**config.mk**
```make
export PLATFORM = sky130hd
export DESIGN_NAME = mmspi_read_xlate
export DESIGN_NICKNAME = d
export VERILOG_FILES = /design/src/rtl/mmspi_pkg.sv /design/src/rtl/mmspi_sclk_div.sv /design/src/rtl/mmspi_rx_gather.sv /design/src/rtl/mmspi_pin_mux.sv /design/src/rtl/mmspi_read_xlate.sv
export SDC_FILE = /design/constraint.sdc
export NUM_CORES = 1
export LEC_CHECK = 0
export CORE_ASPECT_RATIO = 0.9
export CORE_MARGIN = 2
export CORE_UTILIZATION = 47
export CTS_CLUSTER_DIAMETER = 60
export CTS_CLUSTER_SIZE = 8
export DETAILED_ROUTE_END_ITERATION = 8
export GPL_TIMING_DRIVEN = 0
export HOLD_SLACK_MARGIN = 0.03
export PLACE_DENSITY = 0.78
export SLEW_MARGIN = 20
export SYNTH_ARGS = -nofsm -noshare
export SYNTH_HDL_FRONTEND = slang
export SYNTH_SLANG_ARGS = --single-unit
```
**constraint.sdc**
```tcl
create_clock -name clk -period 2.1 [get_ports clk]
set_input_delay 0.63 -clock clk [delete_from_list [all_inputs] [get_ports clk]]
set_output_delay 0.63 -clock clk [all_outputs]
set_load 0.01 [all_outputs]
```
**src/rtl/mmspi_pkg.sv**
```systemverilog
package mmspi_pkg;

  localparam int MAX_ADDR_BYTES = 3;

  typedef enum logic [2:0] {
    XS_IDLE,
    XS_TX,
    XS_DUMMY,
    XS_RX,
    XS_RESP
  } xs_state_e;

  // Fields of the setup word that shape a read.
  typedef struct packed {
    logic [7:0] rd_op;
    logic [1:0] addr_bytes;
    logic [1:0] dummy_bytes;
    logic [1:0] rd_type;
    logic [4:0] dummy_bits;
  } rd_cfg_t;

  function automatic rd_cfg_t decode_setup(input logic [31:0] w);
    rd_cfg_t c;
    c.rd_op       = w[7:0];
    c.addr_bytes  = w[9:8];
    c.dummy_bytes = w[11:10];
    c.rd_type     = w[13:12];
    c.dummy_bits  = w[28:24];
    return c;
  endfunction

  // log2 of the data lane count: 0 single, 1 dual, 2 quad.
  function automatic logic [1:0] lane_lg(input logic [1:0] t);
    case (t)
      2'd1:    return 2'd1;
      2'd3:    return 2'd2;
      default: return 2'd0;
    endcase
  endfunction

endpackage

```
**src/rtl/mmspi_sclk_div.sv**
```systemverilog
module mmspi_sclk_div #(
  parameter int SCLK_HALF = 2
) (
  input  logic clk,
  input  logic rst_n,
  input  logic run,
  output logic tick
);
  localparam int DIV_W = (SCLK_HALF > 1) ? $clog2(SCLK_HALF) : 1;

  logic [DIV_W-1:0] div_q;

  assign tick = run && (div_q == DIV_W'(SCLK_HALF - 1));

  always_ff @(posedge clk or negedge rst_n) begin
    if (!rst_n) begin
      div_q <= '0;
    end else if (!run || tick) begin
      div_q <= '0;
    end else begin
      div_q <= div_q + 1'b1;
    end
  end
endmodule

```
**src/rtl/mmspi_rx_gather.sv**
```systemverilog
module mmspi_rx_gather #(
  parameter int DATA_W = 32
) (
  input  logic              clk,
  input  logic              rst_n,
  input  logic              clr,
  input  logic              sample,
  input  logic [1:0]        lane_lg,
  input  logic [3:0]        io_in,
  output logic [DATA_W-1:0] word
);
  localparam int NBYTES = DATA_W / 8;

  logic [DATA_W-1:0] sr_q;

  always_ff @(posedge clk or negedge rst_n) begin
    if (!rst_n) begin
      sr_q <= '0;
    end else if (clr) begin
      sr_q <= '0;
    end else if (sample) begin
      case (lane_lg)
        2'd0:    sr_q <= {sr_q[DATA_W-2:0], io_in[1]};
        2'd1:    sr_q <= {sr_q[DATA_W-3:0], io_in[1:0]};
        default: sr_q <= {sr_q[DATA_W-5:0], io_in[3:0]};
      endcase
    end
  end

  // First byte shifted in ends up on top; place it in the lowest lane.
  for (genvar b = 0; b < NBYTES; b++) begin : g_swap
    assign word[8*b +: 8] = sr_q[DATA_W-8*(b+1) +: 8];
  end
endmodule

```
**src/rtl/mmspi_pin_mux.sv**
```systemverilog
module mmspi_pin_mux (
  input  logic       sel_mm,
  input  logic       mm_sclk,
  input  logic       mm_cs_n,
  input  logic [3:0] mm_io_out,
  input  logic [3:0] mm_io_oe,
  input  logic       cmd_sclk,
  input  logic       cmd_cs_n,
  input  logic [3:0] cmd_io_out,
  input  logic [3:0] cmd_io_oe,
  output logic       pin_sclk,
  output logic       pin_cs_n,
  output logic [3:0] pin_io_out,
  output logic [3:0] pin_io_oe
);
  always_comb begin
    if (sel_mm) begin
      pin_sclk   = mm_sclk;
      pin_cs_n   = mm_cs_n;
      pin_io_out = mm_io_out;
      pin_io_oe  = mm_io_oe;
    end else begin
      pin_sclk   = cmd_sclk;
      pin_cs_n   = cmd_cs_n;
      pin_io_out = cmd_io_out;
      pin_io_oe  = cmd_io_oe;
    end
  end
endmodule

```
**src/rtl/mmspi_read_xlate.sv**
```systemverilog
module mmspi_read_xlate
  import mmspi_pkg::*;
#(
  parameter int DATA_W    = 32,
  parameter int SCLK_HALF = 2
) (
  input  logic              clk,
  input  logic              rst_n,
  input  logic [31:0]       cfg_setup,
  input  logic              cfg_mm_en,
  input  logic              rd_valid,
  output logic              rd_ready,
  input  logic [23:0]       rd_addr,
  output logic              rsp_valid,
  input  logic              rsp_ready,
  output logic [DATA_W-1:0] rsp_data,
  output logic              rsp_err,
  input  logic              cmd_sclk,
  input  logic              cmd_cs_n,
  input  logic [3:0]        cmd_io_out,
  input  logic [3:0]        cmd_io_oe,
  output logic              spi_sclk,
  output logic              spi_cs_n,
  output logic [3:0]        spi_io_out,
  output logic [3:0]        spi_io_oe,
  input  logic [3:0]        spi_io_in
);
  localparam int ADDR_W = 8 * MAX_ADDR_BYTES;
  localparam int TX_W   = 8 + ADDR_W;
  localparam int CNT_W  = $clog2(DATA_W + 64);

  rd_cfg_t           rc;
  xs_state_e         state_q;
  logic              cs_q, sclk_q, err_q;
  logic [TX_W-1:0]   tx_q;
  logic [CNT_W-1:0]  cnt_q, dum_q;
  logic [1:0]        lane_lg_q;
  logic              busy, tick, accept, cfg_ok, last_bit;
  logic [ADDR_W-1:0] addr_al;
  logic [CNT_W-1:0]  tx_len, dummy_len, rx_len;
  logic [DATA_W-1:0] word;
  logic [3:0]        mm_io_out, mm_io_oe;

  assign rc        = decode_setup(cfg_setup);
  assign busy      = (state_q == XS_TX) || (state_q == XS_DUMMY) || (state_q == XS_RX);
  assign rd_ready  = (state_q == XS_IDLE);
  assign accept    = rd_valid && rd_ready;
  assign cfg_ok    = cfg_mm_en && (|cfg_setup);
  assign addr_al   = rd_addr << {2'd3 - rc.addr_bytes, 3'b000};
  assign tx_len    = CNT_W'(8) + CNT_W'({rc.addr_bytes, 3'b000});
  assign dummy_len = CNT_W'({rc.dummy_bytes, 3'b000}) + CNT_W'(rc.dummy_bits);
  assign rx_len    = CNT_W'(DATA_W) >> lane_lg_q;
  assign last_bit  = (cnt_q == CNT_W'(1));

  mmspi_sclk_div #(.SCLK_HALF(SCLK_HALF)) u_div (
    .clk  (clk),
    .rst_n(rst_n),
    .run  (busy),
    .tick (tick)
  );

  always_ff @(posedge clk or negedge rst_n) begin
    if (!rst_n) begin
      state_q   <= XS_IDLE;
      cs_q      <= 1'b1;
      sclk_q    <= 1'b0;
      err_q     <= 1'b0;
      tx_q      <= '0;
      cnt_q     <= '0;
      dum_q     <= '0;
      lane_lg_q <= 2'd0;
    end else begin
      case (state_q)
        XS_IDLE: begin
          if (accept) begin
            if (cfg_ok) begin
              state_q   <= XS_TX;
              cs_q      <= 1'b0;
              sclk_q    <= 1'b0;
              tx_q      <= {rc.rd_op, addr_al};
              cnt_q     <= tx_len;
              dum_q     <= dummy_len;
              lane_lg_q <= lane_lg(rc.rd_type);
              err_q     <= 1'b0;
            end else begin
              state_q <= XS_RESP;
              err_q   <= 1'b1;
            end
          end
        end
        XS_TX, XS_DUMMY, XS_RX: begin
          if (tick) begin
            sclk_q <= !sclk_q;
            if (sclk_q) begin
              // falling edge: advance the bit stream
              if (state_q == XS_TX) tx_q <= tx_q << 1;
              if (!last_bit) begin
                cnt_q <= cnt_q - 1'b1;
              end else if (state_q == XS_TX) begin
                if (dum_q != '0) begin
                  state_q <= XS_DUMMY;
                  cnt_q   <= dum_q;
                end else begin
                  state_q <= XS_RX;
                  cnt_q   <= rx_len;
                end
              end else if (state_q == XS_DUMMY) begin
                state_q <= XS_RX;
                cnt_q   <= rx_len;
              end else begin
                state_q <= XS_RESP;
                cs_q    <= 1'b1;
              end
            end
          end
        end
        XS_RESP: begin
          if (rsp_ready) state_q <= XS_IDLE;
        end
        default: state_q <= XS_IDLE;
      endcase
    end
  end

  mmspi_rx_gather #(.DATA_W(DATA_W)) u_rx (
    .clk    (clk),
    .rst_n  (rst_n),
    .clr    (accept),
    .sample (tick && !sclk_q && (state_q == XS_RX)),
    .lane_lg(lane_lg_q),
    .io_in  (spi_io_in),
    .word   (word)
  );

  assign rsp_valid = (state_q == XS_RESP);
  assign rsp_err   = err_q;
  assign rsp_data  = err_q ? '0 : word;
  assign mm_io_out = {3'b000, tx_q[TX_W-1] & (state_q == XS_TX)};
  assign mm_io_oe  = (state_q == XS_TX) ? 4'b0001 : 4'b0000;

  mmspi_pin_mux u_mux (
    .sel_mm    (cfg_mm_en || busy),
    .mm_sclk   (sclk_q),
    .mm_cs_n   (cs_q),
    .mm_io_out (mm_io_out),
    .mm_io_oe  (mm_io_oe),
    .cmd_sclk  (cmd_sclk),
    .cmd_cs_n  (cmd_cs_n),
    .cmd_io_out(cmd_io_out),
    .cmd_io_oe (cmd_io_oe),
    .pin_sclk  (spi_sclk),
    .pin_cs_n  (spi_cs_n),
    .pin_io_out(spi_io_out),
    .pin_io_oe (spi_io_oe)
  );
endmodule

```
# Yosys cells after proc, flatten, opt, wreduce, memory -nomap -nowiden
# Cells that the tools add are included.
# op_classes
n_addsub	5
n_mul	0
div_mod_pow	0
order_cmp	0
n_eq_ne	18
shifts	2
mux	47
n_bitwise	1
n_reduce_logical	25
# op_table
operator	count
2-to-1 mux 32 bit	8
one-hot mux 32 bit (2 select lines)	2
2-to-1 mux 7 bit	8
OR reduction 32 bit	1
2-to-1 mux 3 bit	8
<< shifter 24 x 5 -> 24 bit	1
2-to-1 mux 1 bit	14
one-hot mux 7 bit (2 select lines)	1
inequality test 2 bit (second input constant)	6
AND reduction 6 bit	2
one-hot mux 3 bit (3 select lines)	1
2-to-1 mux 4 bit	2
AND reduction 8 bit	1
== test 7 x 1 -> 1 bit (second input constant)	1
nonzero test 7 bit	1
right shift 6 x 2 -> 7 bit (first input constant)	1
subtractor 7 x 1 -> 7 bit (second input constant)	1
adder 4 x 5 -> 6 bit (first input constant)	1
adder 5 x 5 -> 6 bit	1
== test 3 x 2 -> 1 bit (second input constant)	2
inequality test 2 x 1 -> 1 bit (second input constant)	3
logical AND 1 bit	5
AND reduction 5 bit	1
== test 2 x 1 -> 1 bit (second input constant)	2
other kinds (18)	24
# word_totals
reg_bits	87
latch_bits	0
ramBits	0
romBits	0
input_bits	75
out_inout_bits	45
n_memories	0

# Depth between registers and ports, before layout
# Gate-level depths: netlist of the first run.
# depth
ltp_word	8
depth_mapped	10
mapped_depth_nobuf	7

# Modules after synthesis
# A second synthesis of the first run with hierarchy kept.
# unflattened
hier_cells	574
hier_area_um2	5973.2
# modules_own_cells
module	instances	cells_per_inst	area_each_um2
mmspi_read_xlate	1	378	3652.3
mmspi_rx_gather	1	182	2118.3
mmspi_pin_mux	1	11	161.4
mmspi_sclk_div	1	3	41.3

# Worst setup path after synthesis of the first run
# Ideal clock, no wire load.
# synth_timing
path_type	input-to-reg
startpoint	input cfg_setup[9]
endpoint	register tx_q[10]
setup_ps	125
arrival_time_ps	2810
setup_slack_ps	-835
stages	10
path_buffers	3
path_cell_list	buf_2 inv_1 clkbuf_1 ha_1 nor4b_1 nand4_1 o21ai_1 a2111oi_4 buf_2 mux2_2
# synth_via
elab_chain_cells	5
elab_cells_between_ends	9
# synth_rtl
item	line	source
from (decl)	mmspi_read_xlate.sv:9	input logic [31:0] cfg_setup,
subtractor 2 bit	mmspi_read_xlate.sv:49	assign addr_al = rd_addr << {2'd3 - rc.addr_bytes, 3'b000};
<< shifter 24 x 5 -> 24 bit	mmspi_read_xlate.sv:49	
2-to-1 mux 32 bit	mmspi_read_xlate.sv:76	if (cfg_ok) begin
2-to-1 mux 32 bit	mmspi_read_xlate.sv:75	if (accept) begin
one-hot mux 32 bit (2 select lines)	mmspi_read_xlate.sv:73	case (state_q)
to (signal assigned)	mmspi_read_xlate.sv:80	tx_q <= {rc.rd_op, addr_al};
to (signal assigned)	mmspi_read_xlate.sv:96	if (state_q == XS_TX) tx_q <= tx_q << 1;
to (decl)	mmspi_read_xlate.sv:35	logic [TX_W-1:0] tx_q;
# Several ways; a longest one is shown, not always the timed one. The select of a mux whose other input is x is not followed.
# A chain may end at the register's enable or synchronous reset.

# Worst setup path in the final report of the first run
# layout_timing
startpoint	register state_q[1]
endpoint	output spi_io_out[3]
# layout_via
elab_chain_cells	5
elab_cells_between_ends	7
# layout_rtl
item	line	source
from (decl)	mmspi_read_xlate.sv:33	xs_state_e state_q;
from (signal assigned)	mmspi_read_xlate.sv:64	state_q <= XS_IDLE;
from (signal assigned)	mmspi_read_xlate.sv:77	state_q <= XS_TX;
from (signal assigned)	mmspi_read_xlate.sv:86	state_q <= XS_RESP;
== test 3 x 1 -> 1 bit / == test 3 x 2 -> 1 bit (equally long branches)	mmspi_read_xlate.sv:45	assign busy = (state_q == XS_TX) || (state_q == XS_DUMMY) || (state_q == XS_RX);
logical OR 1 bit	mmspi_read_xlate.sv:45	
logical OR 1 bit *	mmspi_read_xlate.sv:45	
logical OR 1 bit *	mmspi_read_xlate.sv:142	.sel_mm (cfg_mm_en || busy),
2-to-1 mux 4 bit *	mmspi_pin_mux.sv:17	if (sel_mm) begin
to (decl)	mmspi_read_xlate.sv:24	output logic [3:0] spi_io_out,
# Mark *: on every way between the ends. The rest lies on a longest branch, timed or not.

==> results of run 1 <==
[registers in the layout (all words and copies together), names as in the netlist]
signal,count
u_rx.sr_q,32
sclk_q,1
lane_lg_q,2
u_div.div_q,1
rsp_err,1
cnt_q,7
cs_q,1
state_q,3
dum_q,6
tx_q,32
[per-stage QoR]
stage | area [um2] | hold WS, ns
2_1_floorplan | 5544 | 0.3344
3_3_place_gp | 6930 | 0.4683
3_5_place_dp | 6955 | 0.4748
4_1_cts | 7843 | 0.2364
5_1_grt | 8144 | 0.2492
6_report | 8144 | 0.2177
[layout make-up]
cell class | count | area [um2]
multi-input cells | 459 | 3427
fillers | 789 | 3198
flip-flops and latches | 86 | 2156
repair buffers | 184 | 1740
plain buffers | 40 | 282.8
clock buffers | 12 | 246.5
well taps | 156 | 195.2
inverters | 9 | 48.80
clock inverters | 4 | 47.55
[layer usage]
metal	part of all wire, %	vias up	global-route usage (%)
li1	-	2510	-
met1	40	2844	34.91
met2	51	287	48.62
met3	6.5	67	4.560
met4	3.1	0	10.67
met5	0	-	0
[cell usage in the layout, fill, tap and decap left out, types with 6 or more instances in the layout]
cell type and n:
nand2_1 114, dfrtp_1 83, mux2i_1 52, dlygate4sd2_1 45
buf_4 42, a21oi_1 42, mux2_4 41, clkdlybuf4s50_1 40
nor2b_1 34, o211ai_1 33, buf_6 30, nor2_1 21
clkbuf_1 19, clkbuf_2 14, o21ai_0 13, clkbuf_16 10
o31ai_1 10, a22o_1 8, buf_2 8, clkdlybuf4s15_1 8
nor2_4 6, buf_8 6, inv_1 6
[cell families after synthesis]
group,synth area share [%]
AND/OR/NAND/NOR,18.54
flip-flops,39.58
AO/OA/AOI/OAI,17.53
XOR/XNOR,0.4831
buffers and inverters,4.301
multiplexers,18.05
adder cells (fa/ha/maj),1.518
[where the power goes]
part | leakage [nW] | internal, mW | total, mW | switching (mW)
logic | 2.54 | 2.49 | 5.00 | 2.51
registers | 1.12 | 2.13 | 2.54 | 0.413
clock network | 0.143 | 0.952 | 1.61 | 0.659
[path summary, 6_finish.rpt]
check                                             to  slack (ns)  cells after the start
worst max register to register  tx_q[24]$_DFFE_PN0P_       -0.22                     11
max in group asynchronous           cs_q$_DFFE_PN1P_        1.23                      2
worst min register to register  tx_q[28]$_DFFE_PN0P_        0.51                      1
worst max-delay path                   spi_io_out[3]       -0.32                      8
min in group clk                tx_q[28]$_DFFE_PN0P_        0.51                      1
worst min-delay path            dum_q[2]$_DFFE_PN0P_        0.22                      1
[timing repair]
item                                    CTS  global route
endpoints found under the setup margin  108            84
resized for setup                       215            97
setup buffers                            33            31
gates cloned                              3             0
pin swaps                                18            28
==> results.py, run 1 <==
metrics = {
    "detailed_routing": {
        "drt_iter0_drc": 498,
        "routed-via-count": 5708,
        "ant_nets": 0,
        "via_per_inst": 6.008,
        "route.detailed.drc": 0,
        "wl_per_cell_um": 19.91,
        "drt_wl_total_um": 18910,
        "drt_pass1_iterations": 6,
    },
    "finish": {
        "layout.nets": 870,
        "areaGrowthSynthToFinish_pct": 49.70,
        "drive_gt1_share_pct": 26.70,
        "antenna_cells": 0,
        "stdcell_count": 950,
        "fin_util_pct": 71.80,
    },
    "worst_setup_path": {
        "crit_family": "buffers and inverters",
        "worstSetupEndpointType": "primary output",
        "critPathKind": "reg -> out",
        "startpoint_type": "flop",
        "path_max_fanout": 5,
        "crit_top_cell": "buf_6",
        "reg2reg_from": "state_q[0]$_DFFE_PN0P_",
        "startpoint": "state_q[1]$_DFFE_PN0P_",
        "worstPathRequired_ns": 1.47,
        "cp_num_buf_inv": 5,
        "crit_chain": "buf_6, o21ba_4, nor2_4, buf_8, buf_6, buf_4, and2_1, buf_2",
        "arrival_ns": 1.79,
        "crit_path_max_incr_delay_ns": 0.39,
        "critPathSlowestCell": "dfrtp_1",
    },
    "synthesis": {
        "syn_area_um2": 5440,
        "async_flop_share_pct": 100.0,
        "yosys_warnings": 0,
        "dominantRegCellSynth": "dfrtp_1",
        "syn_inst": 598,
        "avgSynthCellArea_um2": 9.097,
        "yosysMostFrequentCell": "nand2_1",
        "yosysSeqAreaShare_pct": 39.58,
        "synth_edf_count": 0,
        "syn_nets": 679,
        "ys_top_cells_by_area": "dfrtp_1, mux2i_1, nand2_1, mux2_2, o211ai_1",
        "yosys_register_bits": 86,
        "yosysTopAreaCell": "dfrtp_1",
        "synth_top_cell_area_share_pct": 39.10,
        "yosys-top-cells-count": "nand2_1, dfrtp_1, mux2i_1",
        "ys_types": 59,
    },
    "global_route": {
        "grt_pass1_wl_um": 28210,
        "grt_pass1_vias": 5596,
        "grt_usage_pct": 27.87,
        "grt_antenna_before_repair": 0,
        "grt_max_degree": 59,
        "overflow": 0,
    },
    "place": {
        "gp_congestion": 0.9018,
        "dp_hpwl_um": 11490,
        "dp_slack_ns": -1.343,
        "place_inst": 874,
        "numPortBuffers": 119,
    },
    "outcome": {
        "status": "finished, violations left",
        "violations": "negative setup slack",
    },
    "power": {
        "powerDensity_nw_per_um2": 1123,
        "ir_worst_vdd_mv": 0.6359,
        "power_leakage_nw": 3.806,
        "power_mw": 9.150,
    },
    "sta": {
        "fin_skew_ns": 0.009109,
        "fin_setup_tns_ns": -9.614,
        "slew_headroom_pct": 38.64,
        "worst_pin_slew_ns": 0.9134,
        "setup_violations": 59,
        "min_period_ns": 2.423,
        "slew_viol_final": 0,
        "worst_slack_ns": -0.3234,
        "fmax_mhz": 412.6,
        "rsz0062_at_grt": "true",
        "post-route-period-util_pct": 115.4,
        "hold_viol": 0,
    },
    "clock_network": {
        "clk_latency_ns": 0.34,
        "clkTransAtPathRegs_ns": 0.06,
        "cts-buffers-inserted": 9,
        "cts-root-buf": "clkbuf_16",
        "cts_hold_buf": 0,
        "clock-sinks": 86,
        "h-tree-depth": 3,
        "cts_max_path_buffers": 2,
        "cts_tree": "yes",
    },
    "floorplan": {
        "ios": 120,
        "die_w_um": 117.4,
        "die-height_um": 106.1,
        "rows": 37,
        "dieArea_um2": 12450,
        "start_util_pct": 47.96,
        "fp.coreArea_um2": 11340,
    },
    "min_path": {
        "min_path_type": "in -> async",
    },
    "run": {
        "maxCapViolCount": 0,
    },
}
Power figures use the tool's default switching activity.
==> run 2, diff against run 1 <==
--- a/config.mk
+++ b/config.mk
@@ -5,6 +5,7 @@
 export SDC_FILE = /design/constraint.sdc
 export NUM_CORES = 1
 export LEC_CHECK = 0
+export CAP_MARGIN = 20
 export CORE_ASPECT_RATIO = 0.9
 export CORE_MARGIN = 2
 export CORE_UTILIZATION = 47
@@ -14,6 +15,8 @@
 export GPL_TIMING_DRIVEN = 0
 export HOLD_SLACK_MARGIN = 0.03
 export PLACE_DENSITY = 0.78
+export RECOVER_POWER = 50
+export REMOVE_ABC_BUFFERS = 1
 export SLEW_MARGIN = 20
 export SYNTH_ARGS = -nofsm -noshare
 export SYNTH_HDL_FRONTEND = slang
==> run 2 against run 1 <==
The flow still finishes with violations (negative setup slack). Cell count fell by 4.8%. Global-route usage fell by 0.54 points. Critical path depth grew 2. Non-clock buffer count shrank 49. Register-to-register slack gained 0.13 ns. Die area unchanged. Clock power grew 8%. Maximum frequency grew 4.5%. Worst hold slack improved by 0.22 ns. First-iteration DRC count grew 6.8%. Routed wire length is 8.6% lower. Flip-flop and latch count unchanged. Critical endpoint is now tx_q[23]$_DFFE_PN0P_. Largest power group unchanged.
==> results.py, run 2 (same netlist as run 1, synthesis figures left out) <==
metrics = {
    "outcome": {
        "status": "finished, violations left",
        "violations": "negative setup slack",
    },
    "global_route": {
        "grt_max_degree": 63,
        "grt_usage_pct": 27.32,
        "grt_pass1_vias": 5506,
        "grt_pass1_wl_um": 27570,
        "grt_antenna_before_repair": 0,
        "overflow": 0,
    },
    "clock_network": {
        "h-tree-depth": 3,
        "cts_tree": "yes",
        "clk_latency_ns": 0.34,
        "cts_max_path_buffers": 2,
        "clkTransAtPathRegs_ns": 0.06,
        "cts-buffers-inserted": 9,
        "clock-sinks": 86,
        "cts-root-buf": "clkbuf_16",
    },
    "worst_setup_path": {
        "path_max_fanout": 5,
        "crit_family": "buffers and inverters",
        "worstSetupPathDepth": 10,
        "r2r_cells": 8,
        "worstPathRequired_ns": 2.31,
        "critPathSlowestCell": "a2111oi_4",
        "arrival_ns": 2.53,
        "r2r_slack_ns": -0.09,
        "cp_num_buf_inv": 4,
        "crit_chain": "buf_12, clkinvlp_4, ha_4, nor4b_4, nand4_1, o21ai_2, a2111oi_4, buf_4, buf_8, mux2_4",
        "crit_path_max_incr_delay_ns": 0.40,
        "critPathKind": "in -> reg",
        "startpoint_type": "primary input",
        "worstSetupEndpointType": "flop",
    },
    "power": {
        "clockPowerShare_pct": 19.6,
        "seqPwrFrac_pct": 29.3,
        "comb_power_share_pct": 51.0,
        "powerDensity_nw_per_um2": 1124,
        "power_leakage_nw": 3.605,
        "p_sw_share_pct": 38.64,
        "switchingPower_mw": 3.425,
        "intPower_mw": 5.439,
        "ir_worst_vdd_mv": 0.6646,
    },
    "detailed_routing": {
        "ant_nets": 0,
        "drt_wl_total_um": 17290,
        "drt_pass1_iterations": 5,
        "drt_iter0_drc": 532,
        "wl_per_cell_um": 19.12,
        "via_per_inst": 6.000,
        "routed-via-count": 5424,
        "route.detailed.drc": 0,
    },
    "sta": {
        "whs_ns": 0.4366,
        "rsz0062_at_grt": "true",
        "setup_violations": 54,
        "worst_pin_slew_ns": 0.9565,
        "slew_headroom_pct": 36.23,
        "min_period_ns": 2.320,
        "fmax_mhz": 431.0,
        "worst_slack_ns": -0.2201,
        "fin_skew_ns": 0.009881,
        "post-route-period-util_pct": 110.5,
        "slew_viol_final": 0,
        "hold_viol": 0,
    },
    "floorplan": {
        "rows": 37,
        "die-height_um": 106.1,
        "start_util_pct": 47.96,
        "fp.coreArea_um2": 11340,
        "ios": 120,
        "die_w_um": 117.4,
        "dieArea_um2": 12450,
    },
    "place": {
        "dp_hpwl_um": 9864,
        "gp_congestion": 0.8957,
        "place_inst": 836,
        "numPortBuffers": 119,
    },
    "finish": {
        "layout.nets": 824,
        "areaGrowthSynthToFinish_pct": 44.92,
        "fin_util_pct": 69.51,
        "final_common_cell": "nand2_1",
        "nFillCells": 835,
        "drive_gt1_share_pct": 25.40,
        "top_regs": "tx_q x32, u_rx.sr_q x32, cnt_q x7",
        "stdcell_count": 904,
        "mostFrequentLayoutCells": "nand2_1, dfrtp_1, mux2i_1, a21oi_1, mux2_4",
        "antenna_cells": 0,
    },
    "run": {
        "maxCapViolCount": 0,
    },
    "min_path": {
        "min_path_type": "in -> async",
    },
}
run 2: cell type report:
class | count | area [um2] | share of cell area (%)
well taps | 156 | 195.2 | 2.476
inverters | 9 | 52.55 | 0.6666
repair buffers | 175 | 1695 | 21.50
flip-flops and latches | 86 | 2165 | 27.46
clock buffers | 10 | 239.0 | 3.031
clock inverters | 6 | 85.08 | 1.079
multi-input cells | 462 | 3452 | 43.79
run 2: timing repair:
item,in CTS,in global routing
buffers inserted,40,10
hold buffers,0,0
endpoints found under the setup margin,129,96
hold endpoints to repair,0,0
gates resized for setup,262,41
cloned,5,0
pin swaps,23,16
run 2: per-layer routing:
layer	up-vias	track usage, %	share of wire, %
met5	-	0	0
met4	0	12.91	3.3
met3	58	5.633	8.5
met2	347	45.61	48
met1	2601	34.19	40
li1	2418	-	-
run 2: power by group through the flow:
stage	Sequential [mW]	Combinational, mW	Clock (mW)
5_1_grt	2.65	4.83	1.83
3_5_place_dp	2.64	3.02	0
6_report	2.60	4.52	1.74
3_3_place_gp	2.72	2.77	0
4_1_cts	2.54	4.23	1.74
2_1_floorplan	2.58	2.04	0
run 2: stage by stage:
step | power [mW] | setup slack [ns] | area, um2 | setup TNS, ns
floorplan | 4.624 | -1.169 | 5240 | -73.14
global placement | 5.489 | -3.128 | 6626 | -450.80
detailed placement | 5.666 | -2.483 | 6728 | -142.02
CTS | 8.521 | -0.1983 | 7752 | -4.175
global route | 9.298 | -0.2284 | 7884 | -9.347
finish | 8.864 | -0.2201 | 7884 | -8.470
run 2: final timing paths:
check                                            start                   endpoint
worst max-delay path                      cfg_setup[8]       tx_q[23]$_DFFE_PN0P_
worst min-delay path                             rst_n  u_rx.sr_q[29]$_DFFE_PN0P_
worst max register to register  state_q[0]$_DFFE_PN0P_       tx_q[23]$_DFFE_PN0P_
worst min register to register    tx_q[21]$_DFFE_PN0P_       tx_q[21]$_DFFE_PN0P_
max in group asynchronous                        rst_n   lane_lg_q[0]$_DFFE_PN0P_
min in group clk                  tx_q[21]$_DFFE_PN0P_       tx_q[21]$_DFFE_PN0P_
